File: config.mk
export PLATFORM = sky130hd
export DESIGN_NAME = usb_ls_tx
export DESIGN_NICKNAME = d
export VERILOG_FILES = /design/src/rtl/usb_ls_tx_pkg.sv /design/src/rtl/usb_ls_tx_timer.sv /design/src/rtl/usb_ls_tx_shifter.sv /design/src/rtl/usb_ls_tx_line.sv /design/src/rtl/usb_ls_tx.sv
export SDC_FILE = /design/constraint.sdc
export NUM_CORES = 1
export LEC_CHECK = 0
export CAP_MARGIN = 20
export CORE_MARGIN = 2
export CORE_UTILIZATION = 52
export CTS_BUF_LIST = sky130_fd_sc_hd__clkbuf_8 sky130_fd_sc_hd__clkbuf_16
export DETAILED_ROUTE_END_ITERATION = 8
export GPL_TIMING_DRIVEN = 0
export PLACE_DENSITY = 0.79
export SLEW_MARGIN = 20
export SYNTH_ARGS = -nofsm -noshare
export SYNTH_HDL_FRONTEND = slang
export SYNTH_SLANG_ARGS = --single-unit
File: constraint.sdc
create_clock -name clk -period 3 [get_ports clk]
set_input_delay 0.45 -clock clk [delete_from_list [all_inputs] [get_ports clk]]
set_output_delay 0.45 -clock clk [all_outputs]
set_load 0.005 [all_outputs]
File: src/rtl/usb_ls_tx_pkg.sv
package usb_ls_tx_pkg;

   typedef enum logic [2:0] {
      ST_IDLE,
      ST_PREP,
      ST_DATA,
      ST_SE0,
      ST_JDRV
   } tx_state_e;

   localparam logic [7:0] SYNC_BYTE = 8'h80;
   localparam int         STUFF_RUN = 6;

endpackage

File: src/rtl/usb_ls_tx_timer.sv
module usb_ls_tx_timer #(
   parameter int BIT_CLKS = 11,
   parameter int SE0_CLKS = 22
) (
   input  logic clk,
   input  logic rst_n,
   input  logic load_i,
   output logic bit_end_o,
   output logic se0_end_o
);
   localparam int CNT_MAX = (SE0_CLKS > BIT_CLKS) ? SE0_CLKS : BIT_CLKS;
   localparam int CW      = $clog2(CNT_MAX + 1);

   logic [CW-1:0] cnt_q;

   always_ff @(posedge clk or negedge rst_n) begin
      if (!rst_n)      cnt_q <= '0;
      else if (load_i) cnt_q <= '0;
      else             cnt_q <= cnt_q + 1'b1;
   end

   assign bit_end_o = (cnt_q == CW'(BIT_CLKS - 1));
   assign se0_end_o = (cnt_q == CW'(SE0_CLKS - 1));
endmodule

File: src/rtl/usb_ls_tx_shifter.sv
module usb_ls_tx_shifter
   import usb_ls_tx_pkg::*;
#(
   parameter int LEN_W   = 4,
   parameter int MAX_LEN = 12
) (
   input  logic             clk,
   input  logic             rst_n,
   input  logic             init_i,
   input  logic [LEN_W-1:0] len_i,
   input  logic             step_i,
   input  logic [7:0]       byte_i,
   output logic             bit_o,
   output logic             empty_o,
   output logic             long_o,
   output logic             req_o
);
   localparam logic [LEN_W-1:0] LEN_LO = LEN_W'(2);
   localparam logic [LEN_W-1:0] LEN_HI = LEN_W'(MAX_LEN);

   logic [LEN_W-1:0] len_c;
   logic [7:0]       sh_q;
   logic [2:0]       idx_q;
   logic [LEN_W-1:0] left_q;
   logic             empty_q, long_q, req_q;

   always_comb begin
      if (len_i < LEN_LO)      len_c = LEN_LO;
      else if (len_i > LEN_HI) len_c = LEN_HI;
      else                     len_c = len_i;
   end

   always_ff @(posedge clk or negedge rst_n) begin
      if (!rst_n) begin
         sh_q    <= '0;
         idx_q   <= '0;
         left_q  <= '0;
         empty_q <= 1'b0;
         long_q  <= 1'b0;
         req_q   <= 1'b0;
      end else begin
         req_q <= 1'b0;
         if (init_i) begin
            sh_q    <= SYNC_BYTE;
            idx_q   <= '0;
            left_q  <= len_c - 1'b1;
            empty_q <= 1'b0;
            long_q  <= (len_c > LEN_LO);
         end else if (step_i) begin
            if (idx_q == 3'd7) begin
               if (left_q != '0) begin
                  sh_q   <= byte_i;
                  left_q <= left_q - 1'b1;
                  idx_q  <= '0;
               end else begin
                  empty_q <= 1'b1;
               end
            end else begin
               sh_q  <= {1'b0, sh_q[7:1]};
               idx_q <= idx_q + 1'b1;
            end
            req_q <= (idx_q == 3'd6) && (left_q != '0);
         end
      end
   end

   assign bit_o   = sh_q[0];
   assign empty_o = empty_q;
   assign long_o  = long_q;
   assign req_o   = req_q;
endmodule

File: src/rtl/usb_ls_tx_line.sv
module usb_ls_tx_line
   import usb_ls_tx_pkg::*;
(
   input  logic clk,
   input  logic rst_n,
   input  logic init_i,
   input  logic emit_i,
   input  logic bit_i,
   output logic lvl_o,
   output logic stuff_o
);
   localparam int RW = $clog2(STUFF_RUN + 1);

   logic [RW-1:0] run_q;
   logic          lvl_q;

   assign stuff_o = (run_q == RW'(STUFF_RUN));

   always_ff @(posedge clk or negedge rst_n) begin
      if (!rst_n) begin
         run_q <= '0;
         lvl_q <= 1'b1;
      end else if (init_i) begin
         run_q <= '0;
         lvl_q <= 1'b1;
      end else if (emit_i) begin
         if (stuff_o || !bit_i) begin
            lvl_q <= ~lvl_q;
            run_q <= '0;
         end else begin
            run_q <= run_q + 1'b1;
         end
      end
   end

   assign lvl_o = lvl_q;
endmodule

File: src/rtl/usb_ls_tx.sv
module usb_ls_tx
   import usb_ls_tx_pkg::*;
#(
   parameter int BIT_CLKS = 11,
   parameter int SE0_CLKS = 22,
   parameter int LEN_W    = 4,
   parameter int MAX_LEN  = 12,
   parameter int ADDR_W   = 7
) (
   input  logic              clk,
   input  logic              rst_n,
   input  logic              start_i,
   input  logic [LEN_W-1:0]  len_i,
   input  logic [7:0]        byte_i,
   output logic              byte_req_o,
   input  logic [ADDR_W-1:0] new_addr_i,
   output logic [ADDR_W-1:0] dev_addr_o,
   output logic              dp_o,
   output logic              dm_o,
   output logic              oe_o,
   output logic              busy_o,
   output logic              done_o,
   output logic              rx_evt_clr_o
);
   if (BIT_CLKS < 4) begin : g_bad_bit
      $error("usb_ls_tx: BIT_CLKS must be at least 4");
   end
   if (SE0_CLKS <= BIT_CLKS || SE0_CLKS > 3 * BIT_CLKS) begin : g_bad_se0
      $error("usb_ls_tx: SE0_CLKS must lie between one and three bit periods");
   end
   if (MAX_LEN < 2 || MAX_LEN >= (1 << LEN_W)) begin : g_bad_len
      $error("usb_ls_tx: MAX_LEN must fit LEN_W and be at least 2");
   end

   tx_state_e         state_q, state_d;
   logic              bit_end, se0_end, tmr_load;
   logic              accept, boundary, go_se0, emit, step;
   logic              stuff, lvl, cur_bit, empty, long_pkt;
   logic              done_q, clr_q;
   logic [ADDR_W-1:0] addr_q;

   assign accept   = (state_q == ST_IDLE) && start_i;
   assign boundary = ((state_q == ST_PREP) || (state_q == ST_DATA)) && bit_end;
   assign go_se0   = boundary && (state_q == ST_DATA) && !stuff && empty;
   assign emit     = boundary && !go_se0;
   assign step     = emit && !stuff;
   assign tmr_load = (state_q == ST_IDLE) || boundary ||
                     ((state_q == ST_SE0) && se0_end);

   usb_ls_tx_timer #(
      .BIT_CLKS (BIT_CLKS),
      .SE0_CLKS (SE0_CLKS)
   ) i_timer (
      .clk       (clk),
      .rst_n     (rst_n),
      .load_i    (tmr_load),
      .bit_end_o (bit_end),
      .se0_end_o (se0_end)
   );

   usb_ls_tx_shifter #(
      .LEN_W   (LEN_W),
      .MAX_LEN (MAX_LEN)
   ) i_shifter (
      .clk     (clk),
      .rst_n   (rst_n),
      .init_i  (accept),
      .len_i   (len_i),
      .step_i  (step),
      .byte_i  (byte_i),
      .bit_o   (cur_bit),
      .empty_o (empty),
      .long_o  (long_pkt),
      .req_o   (byte_req_o)
   );

   usb_ls_tx_line i_line (
      .clk     (clk),
      .rst_n   (rst_n),
      .init_i  (accept),
      .emit_i  (emit),
      .bit_i   (cur_bit),
      .lvl_o   (lvl),
      .stuff_o (stuff)
   );

   always_comb begin
      state_d = state_q;
      unique case (state_q)
         ST_IDLE: if (accept)   state_d = ST_PREP;
         ST_PREP: if (boundary) state_d = ST_DATA;
         ST_DATA: if (go_se0)   state_d = ST_SE0;
         ST_SE0:  if (se0_end)  state_d = ST_JDRV;
         ST_JDRV:               state_d = ST_IDLE;
         default:               state_d = ST_IDLE;
      endcase
   end

   always_ff @(posedge clk or negedge rst_n) begin
      if (!rst_n) begin
         state_q <= ST_IDLE;
         done_q  <= 1'b0;
         clr_q   <= 1'b0;
         addr_q  <= '0;
      end else begin
         state_q <= state_d;
         done_q  <= (state_q == ST_JDRV);
         clr_q   <= go_se0;
         if (go_se0 && long_pkt) addr_q <= new_addr_i;
      end
   end

   always_comb begin
      unique case (state_q)
         ST_PREP, ST_DATA: begin oe_o = 1'b1; dp_o = ~lvl; dm_o = lvl;  end
         ST_SE0:           begin oe_o = 1'b1; dp_o = 1'b0; dm_o = 1'b0; end
         ST_JDRV:          begin oe_o = 1'b1; dp_o = 1'b0; dm_o = 1'b1; end
         default:          begin oe_o = 1'b0; dp_o = 1'b0; dm_o = 1'b0; end
      endcase
   end

   assign busy_o       = (state_q != ST_IDLE);
   assign done_o       = done_q;
   assign rx_evt_clr_o = clr_q;
   assign dev_addr_o   = addr_q;
endmodule

Word level (Yosys, flattened, before mapping) --
Cells that the tools add are included. W data, S select, Z words.
Cells by class: order comparisons 3, bitwise gates (word level) 1, $add $sub $neg 5, shift-type cells 0, div/mod/pow operators 0, equality and inequality tests 15, multipliers 0, reductions and logical operators 32, muxes and demuxes 35
Operators with widths (number):
- $mux W3 | 11
- $mux W8 | 4
- $mux W4 | 6
- $eq A3 B3 Y1 const B | 4
- $pmux W3 S4 | 1
- $mux W1 | 11
- $logic_and A1 B1 Y1 | 10
- $ne A2 B2 Y1 const B | 5
- $reduce_bool A2 Y1 | 5
- $sub A4 B1 Y4 const B | 2
- $add A3 B1 Y3 const B | 2
- $eq A3 B2 Y1 const B | 2
- $reduce_and A3 Y1 | 2
- $add A5 B1 Y5 const B | 1
- $eq A5 B4 Y1 const B | 1
- $eq A5 B5 Y1 const B | 1
- $mux W5 | 1
- $gt A4 B2 Y1 const B | 1
- $gt A4 B4 Y1 const B | 1
- $logic_or A1 B1 Y1 | 4
- $lt A4 B2 Y1 const B | 1
- $reduce_and A2 Y1 | 2
- $reduce_and A4 Y1 | 1
- $reduce_bool A4 Y1 | 1
- 9 further kinds | 11
Word-level totals: output and inout bits 14, logic and storage cells 104, memories kept 0, RAM bits 0, flip-flop bits (word level) 39, bits in latches 0, input bits 22, bits in read-only memories 0

Logic depth before layout (Yosys ltp) --
Gate-level depths: netlist of run 1.
word-level depth 11, depth in mapped cells 10, gate-level depth less buffers 8

Modules after synthesis --
From an unflattened synthesis of run 1, not the netlist that was laid out.
Second synthesis, totals: cells, all modules 194, area total of the unflattened synthesis 2128.3 µm²
Modules (own cells, without submodules):
- usb_ls_tx_shifter | area an instance 998.5 µm², cells each 90, instances 1, seq. area each 450.4 µm²
- usb_ls_tx | area an instance 616.8 µm², cells each 57, instances 1, seq. area each 300.3 µm²
- usb_ls_tx_timer | area an instance 274.0 µm², cells each 24, instances 1, seq. area each 125.1 µm²
- usb_ls_tx_line | area an instance 239.0 µm², cells each 23, instances 1, seq. area each 101.3 µm²

Worst setup path after synthesis of run 1 --
No wires, ideal clock.
path type register -> register, start register state_q[1], end register i_shifter.left_q[2], buffers on the path 2, cell stages (with the launch flop) 10, arrival 2.151 ns, path slack 0.767 ns, setup time 0.082 ns, path through dfrtp_1 > buf_4 > nor3_1 > nand2_1 > clkbuf_1 > a21oi_1 > ha_1 > nand3b_1 > or4_1 > a31oi_1
On the way: longest elaborated chain between the ends 11
RTL lines:
- from (decl) | line usb_ls_tx.sv:35 | tx_state_e state_q, state_d;
- from (signal assigned) | line usb_ls_tx.sv:106 | state_q <= state_d;
- $eq A3 B1 Y1 / $eq A3 B2 Y1 (equally long branches) | line usb_ls_tx.sv:43, usb_ls_tx.sv:44
- $logic_or A1 B1 Y1 | line usb_ls_tx.sv:43 | assign boundary = ((state_q == ST_PREP) || (state_q == ST_DATA)) && bit_end;
- $logic_and A1 B1 Y1 | line usb_ls_tx.sv:43
- $logic_and A1 B1 Y1 (3 in series) | line usb_ls_tx.sv:44 | assign go_se0 = boundary && (state_q == ST_DATA) && !stuff && empty;
- $logic_not A1 Y1 | line usb_ls_tx.sv:45 | assign emit = boundary && !go_se0;
- $logic_and A1 B1 Y1 | line usb_ls_tx.sv:45
- $logic_and A1 B1 Y1 | line usb_ls_tx.sv:46 | assign step = emit && !stuff;
- $reduce_bool A2 Y1 (no source line)
- $reduce_and A3 Y1 (no source line)
- to (signal assigned) | line usb_ls_tx_shifter.sv:46 | left_q <= len_c - 1'b1;
- to (signal assigned) | line usb_ls_tx_shifter.sv:53 | left_q <= left_q - 1'b1;
- to (decl) | line usb_ls_tx_shifter.sv:24 | logic [LEN_W-1:0] left_q;
Several ways; a longest one is shown, not always the timed one. A chain may end at the register's enable or synchronous reset.

Worst setup path after layout of run 1 --
Ends and elaborated chain as after synthesis.

==> impl_summary.log, run 1 <==
[metrics] aggregate global routing overflow: 0
[metrics] cell row count: 23
[metrics] final worst path period share: 0.875
[metrics] TritonCTS clock tree: yes
[metrics] worst setup path endpoint: i_shifter.left_q[2]
[metrics] worst setup path startpoint: state_q[1]
[metrics] Final Hold Fails: 0
[metrics] Post-synth top flop: sky130_fd_sc_hd__dfrtp_1
[metrics] share of the synthesized area in the top cell type: 0.455
[metrics] vias in the first global route: 1452
[metrics] placed insts: 279
[metrics] number of warning messages in the yosys log: 0
[metrics] pin count of the biggest net entering global routing: 23
[metrics] DPL Wire Length: 2950 um
[metrics] startpoint class of the critical path: register
[metrics] Layout Nets: 267
[metrics] hold bufs inserted after CTS: 0
[metrics] number of I/O pins: 36
[metrics] most frequent standard cell in the layout excluding fill and tap cells: sky130_fd_sc_hd__dfrtp_1
[metrics] final setup fails: 0
[metrics] number of pins with negative max-slew slack in the final report: 0
[metrics] area overhead of the layout relative to synthesis: 25.0%
[metrics] register-to-register setup slack: 370 ps
[metrics] number of enable-type register cells in the synthesized netlist: 0
[metrics] number of antenna violations at the first check in global routing: 0
[metrics] number of unique standard cell types used by synthesis: 46
[metrics] Fmax achieved: 381 MHz
[metrics] initial drt markers: between 60 and 70
[metrics] slowest library cell on the worst path: sky130_fd_sc_hd__or4_1
[metrics] die area: around 4500 sq um
[metrics] design internal power: 0.000769 W
[metrics] count of input and output buffers: 35
[metrics] Die Y-Extent: 67.4 um
[metrics] cell chosen for the clock root: sky130_fd_sc_hd__clkbuf_8
[metrics] post-route non-filler standard cell count: between 200 and 300
[metrics] Combinational Power Share: 0.083
[metrics] final routed wirelength across all metal layers: 3960 um
[metrics] switching share of total power: 0.215
[metrics] Reg clk slew, reported paths: ~70 ps
[metrics] Final GP Congestion: 0.727
[metrics] slew of the pin with the lowest slew margin: 598 ps
[metrics] outcome: completed
[metrics] share of synthesized registers carrying an async set or reset: 1.00
[metrics] flip-flop and latch count after synthesis: 39
[metrics] maximum clock insertion buffer count: 2
[metrics] sequential standard cell area: about 1000 sq um
[metrics] combined area of all synthesized cells: 2090 sq um
[metrics] leading cell types in the layout, fill and taps excluded: sky130_fd_sc_hd__dfrtp_1, sky130_fd_sc_hd__clkdlybuf4s50_1, sky130_fd_sc_hd__mux2i_1
[metrics] number of search-and-repair iterations in the first detailed-routing pass: 4
[metrics] via count: 1565
[metrics] count of instances resized after the clock tree is built: 0
[metrics] worst reg2reg path startpoint: state_q[1]
[metrics] slew margin rel.: 0.601
[metrics] type of the worst min-delay path: input pin to asynchronous set/reset pin
[metrics] total clock sinks: 39
[metrics] element type at the critical path end: register
[metrics] main area contributors after synthesis: sky130_fd_sc_hd__dfrtp_1, sky130_fd_sc_hd__mux2i_1, sky130_fd_sc_hd__ha_1, sky130_fd_sc_hd__mux2_2, sky130_fd_sc_hd__nand2_1
[metrics] area leader, netlist: sky130_fd_sc_hd__dfrtp_1
[metrics] total inserted antenna cells: 0
[metrics] width of the die: between 60 and 70 um
[metrics] syn avg cell area: 10.8 sq um
[metrics] portion of the post-synthesis area used by sequential elements: 0.468
[metrics] critical path class: register to register
[metrics] setup TNS: 0 ps
[metrics] first-pass GRT wire length: 6440 um
[metrics] remaining antenna violation count after routing: 0
[metrics] Clock power frac: 0.361
[metrics] area taken by multi-input logic gates: 1040 sq um
[metrics] delay of the slowest cell on the worst path: about 390 ps
[metrics] Core Footprint: 3940 sq um
[metrics] CP max FO: 10
[metrics] post-CTS setup-driven buffer insertion count: 0
[metrics] leakage power figure: 1.18 nW
[metrics] clk_skew: 4.50 ps
[metrics] Register-to-Register Path Depth: 9
[metrics] DR DRC count: 0
[metrics] depth of the CTS H-tree: 2
[metrics] worst-case hold slack: between 100 and 150 ps
[metrics] gate count after technology mapping: approximately 190
[metrics] latest clock arrival within the worst-skew pair: just under 300 ps
[metrics] average detailed-routed wire length per instance: between 10 and 15 um
[metrics] share of power burned in registers: 0.555
[metrics] CP Data Required Time: 3210 ps
[metrics] max_cap viols: 0
[metrics] final worst path period need: around 2600 ps
[metrics] number of filler instances in the final layout: 317
[metrics] all-layer global routing usage: 0.190
[metrics] unrepaired setup endpoints after global routing: false
[metrics] synthesized netlist net count: 224
[metrics] P_sw: 0.000211 W
[metrics] total CTS buffers: 5
[metrics] routed via count divided by cell count: between 5 and 6
[metrics] PD cells: 375 nW/um^2
[metrics] sequence of cells on the critical path: buf_4, nor3_1, nand2_1, clkbuf_1, a21oi_1, ha_1, nand3b_1, or4_1, a31oi_1
[metrics] initial core utilization: 0.530
[metrics] worst vdd rail ir drop: 203 uV
[metrics] share of post-route cells with drive strength above 1: 0.127
[metrics] Worst Path Arrival: 2840 ps
[metrics] worst r2r dst: i_shifter.left_q[2]
state kept, by name, indices dropped and copies added, names as in the netlist:
name,flops
i_shifter.sh_q,8
dev_addr_o,7
i_timer.cnt_q,5
i_shifter.left_q,4
i_line.run_q,3
i_shifter.idx_q,3
state_q,3
done_o,1
i_line.lvl_o,1
i_shifter.empty_o,1
i_shifter.long_o,1
i_shifter.req_o,1
rx_evt_clr_o,1
cell type report:
class / instances / share of cell area
flip-flops and latches: 39 / 0.374
well taps: 50 / 0.0239
clock buffers: 6 / 0.0316
plain buffers: 7 / 0.0134
repair buffers: 36 / 0.143
inverters: 10 / 0.0144
clock inverters: 1 / 0.00192
multi-input cells: 137 / 0.398
critical path: cells and delay by family, from the launching register on:
kind | cells | cell delay, ps
simple gates | 4 | 1100
fa+ha+maj | 1 | 210
flops | 1 | 370
compound gates | 2 | 380
buf+inv | 2 | 480
power groups by stage:
stage                logic, W  registers [W]  clock network, W
floorplan           0.0000208       0.000554                 0
global placement    0.0000776       0.000554                 0
detailed placement  0.0000827       0.000554                 0
CTS                 0.0000832       0.000544          0.000367
global route        0.0000909       0.000546          0.000387
finish              0.0000814       0.000544          0.000354
metal layers:
metal  vias up  global-route usage  share of wire
met5         -                   0              0
met4         0              0.0816          0.014
met3         4              0.0350          0.028
met2        36               0.318           0.50
met1       749               0.242           0.46
li1        776                   -              -
stage by stage:
step / power [W] / cell area, sq um / utilization / worst slack [ps]
3_3_place_gp: 0.000631 / 2500 / 0.635 / 197
3_5_place_dp: 0.000637 / 2520 / 0.640 / 151
6_report: 0.000980 / 2610 / 0.663 / 374
4_1_cts: 0.000995 / 2610 / 0.663 / 355
2_1_floorplan: 0.000575 / 2090 / - / 767
5_1_grt: 0.00102 / 2610 / 0.663 / 138
cell families after synthesis:
logic type | Yosys count | synth area share
compound gates | 33 | 0.116
xor+xnor | 6 | 0.0287
fa+ha+maj | 10 | 0.0587
buf+inv | 17 | 0.0347
flops | 39 | 0.468
mux | 27 | 0.134
simple gates | 61 | 0.160
worst min-delay path by stage:
stage / endpoint / cells past startpoint / slack [ps]
finish: dev_addr_o[2] / 1 / 100
global route: dev_addr_o[3] / 1 / 110
global placement: i_shifter.empty_o / 1 / 480
detailed placement: dev_addr_o[2] / 1 / 420
CTS: i_timer.cnt_q[1] / 1 / 100
floorplan: dev_addr_o[0] / 0 / 150
cell usage after synthesis (all sizes together), types with 2 or more instances:
master    n
dfrtp    38
nor4      4
a2111oi   2
and3      2
mux2      7
a31o      2
xnor2     4
mux2i    20
buf       4
xor2      2
nand3     4
a21o      2
ha        9
nor2     13
and4bb    2
nand2b    2
a21oi    12
and2      2
nor3      8
o21ai     2
nand2    17
inv      10
a31oi     4
clkbuf    3
Note: power is estimated with default switching activity, not from simulation.
==> inputs of run 2 (changes only) <==
--- a/config.mk
+++ b/config.mk
@@ -12,7 +12,7 @@
 export DETAILED_ROUTE_END_ITERATION = 8
 export GPL_TIMING_DRIVEN = 0
 export PLACE_DENSITY = 0.79
-export SLEW_MARGIN = 20
+export REMOVE_ABC_BUFFERS = 1
 export SYNTH_ARGS = -nofsm -noshare
 export SYNTH_HDL_FRONTEND = slang
 export SYNTH_SLANG_ARGS = --single-unit
==> impl_summary.log, run 2 (synthesis gave the netlist of run 1 again) <==
[metrics] average detailed-routed wire length per instance: 14.2 um
[metrics] Reg clk slew, reported paths: 80 ps
[metrics] unrepaired setup endpoints after global routing: false
[metrics] area taken by multi-input logic gates: 1040 sq um
[metrics] initial core utilization: 0.530
[metrics] total inserted antenna cells: 0
[metrics] width of the die: approximately 67 um
[metrics] most frequent standard cell in the layout excluding fill and tap cells: sky130_fd_sc_hd__dfrtp_1
[metrics] slew margin rel.: 0.423
[metrics] Core Footprint: 3940 sq um
[metrics] placed insts: 271
[metrics] worst-case hold slack: roughly 270 ps
[metrics] TritonCTS clock tree: yes
[metrics] CP Data Required Time: 3180 ps
[metrics] pin count of the biggest net entering global routing: 40
[metrics] total CTS buffers: 5
[metrics] final setup fails: 0
[metrics] Fmax achieved: 391 MHz
[metrics] all-layer global routing usage: 0.198
[metrics] routed via count divided by cell count: 5.57
[metrics] post-route non-filler standard cell count: between 200 and 300
[metrics] critical path class: register to register
[metrics] count of instances resized after the clock tree is built: 0
[metrics] number of search-and-repair iterations in the first detailed-routing pass: 4
[metrics] final routed wirelength across all metal layers: ~3900 um
[metrics] number of I/O pins: 36
[metrics] leading cell types in the layout, fill and taps excluded: sky130_fd_sc_hd__dfrtp_1, sky130_fd_sc_hd__clkdlybuf4s50_1, sky130_fd_sc_hd__mux2i_1
[metrics] Layout Nets: between 200 and 300
[metrics] remaining antenna violation count after routing: 0
[metrics] sequential standard cell area: 977 sq um
[metrics] worst setup path startpoint: i_timer.cnt_q[0]
[metrics] Largest Register: i_shifter.sh_q
[metrics] first-pass GRT wire length: 6780 um
[metrics] PD cells: roughly 420 nW/um^2
[metrics] via count: 1553
[metrics] depth of the CTS H-tree: 2
[metrics] startpoint class of the critical path: register
[metrics] area overhead of the layout relative to synthesis: 23.5%
[metrics] initial drt markers: 72
[metrics] maximum clock insertion buffer count: 2
[metrics] type of the worst min-delay path: input pin to asynchronous set/reset pin
[metrics] hold bufs inserted after CTS: 0
[metrics] aggregate global routing overflow: 0
[metrics] die area: approximately 4500 sq um
[metrics] Post-Route Utilization: 0.654
[metrics] worst vdd rail ir drop: 312 uV
[metrics] final worst path period share: 0.853
[metrics] clk_skew: 9.55 ps
[metrics] Final Hold Fails: 0
[metrics] DPL Wire Length: 2740 um
[metrics] total clock sinks: 39
[metrics] max_cap viols: 0
[metrics] Die Y-Extent: 67.4 um
[metrics] CP max FO: 11
[metrics] count of input and output buffers: 35
[metrics] outcome: completed
[metrics] Final GP Congestion: ~0.80
[metrics] number of filler instances in the final layout: 335
[metrics] latest clock arrival within the worst-skew pair: approximately 290 ps
[metrics] slew of the pin with the lowest slew margin: 866 ps
[metrics] DR DRC count: 0
[metrics] share of post-route cells with drive strength above 1: 0.118
[metrics] Worst Path Arrival: 2740 ps
[metrics] number of antenna violations at the first check in global routing: 0
[metrics] number of pins with negative max-slew slack in the final report: 0
[metrics] max reg flops: 8
[metrics] cell row count: 23
[metrics] setup TNS: 0 ps
[metrics] cell chosen for the clock root: sky130_fd_sc_hd__clkbuf_8
[metrics] element type at the critical path end: register
[metrics] worst reg2reg path startpoint: i_timer.cnt_q[0]
[metrics] post-CTS setup-driven buffer insertion count: 0
[metrics] final worst path period need: 2560 ps
[metrics] leakage power figure: roughly 1.2 nW
[metrics] vias in the first global route: 1487
run 2: cell types whose count changed in the layout (fill, tap and decap cells not counted), sizes merged:
cell and delta:
buf -5, bufinv +1, clkbuf -3
run 2: worst paths after layout:
| check | slack [ps] | cells past startpoint | endpoint |
|---|---|---|---|
| worst max-delay path | 440 | 6 | i_shifter.idx_q[0] |
| worst min-delay path | 270 | 1 | state_q[1] |
| worst max register to register | 440 | 6 | i_shifter.idx_q[0] |
| worst min register to register | 500 | 1 | i_shifter.empty_o |
| max in group asynchronous | 2190 | 1 | i_shifter.left_q[1] |
| min in group clk | 500 | 1 | i_shifter.empty_o |
run 2: stage by stage:
| stage | power, W | setup WS, ps | area, sq um |
|---|---|---|---|
| 2_1_floorplan | 0.000575 | 834 | 2050 |
| 3_3_place_gp | 0.000632 | 377 | 2470 |
| 3_5_place_dp | 0.000634 | 353 | 2460 |
| 4_1_cts | 0.00109 | 437 | 2580 |
| 5_1_grt | 0.00111 | 82.8 | 2580 |
| 6_report | 0.00107 | 441 | 2580 |
run 2: critical path: stages, from the launching register on:
cell	delay [ps]
sky130_fd_sc_hd__dfrtp_1	430
sky130_fd_sc_hd__inv_1	80
sky130_fd_sc_hd__ha_1	210
sky130_fd_sc_hd__nand4bb_4	160
sky130_fd_sc_hd__nor3_1	500
sky130_fd_sc_hd__nand3_1	620
sky130_fd_sc_hd__a31o_2	450
run 2: layout make-up:
class | instances | area share
clock buffers | 6 | 0.0320
multi-input cells | 137 | 0.403
inverters | 10 | 0.0145
clock inverters | 2 | 0.0136
well taps | 50 | 0.0242
flip-flops and latches | 39 | 0.379
repair buffers | 35 | 0.134
run 2: report_power, final:
group          switching (W)  internal, W
clock network       0.000184     0.000269
registers         0.00000666     0.000538
logic              0.0000299    0.0000476
run 2: metal layers:
layer  part of all wire  up-vias  global-route usage
met5                  0        -                   0
met4              0.013        0              0.0689
met3              0.036        5              0.0500
met2               0.49       27               0.319
met1               0.46      751               0.260
li1                   -      770                   -
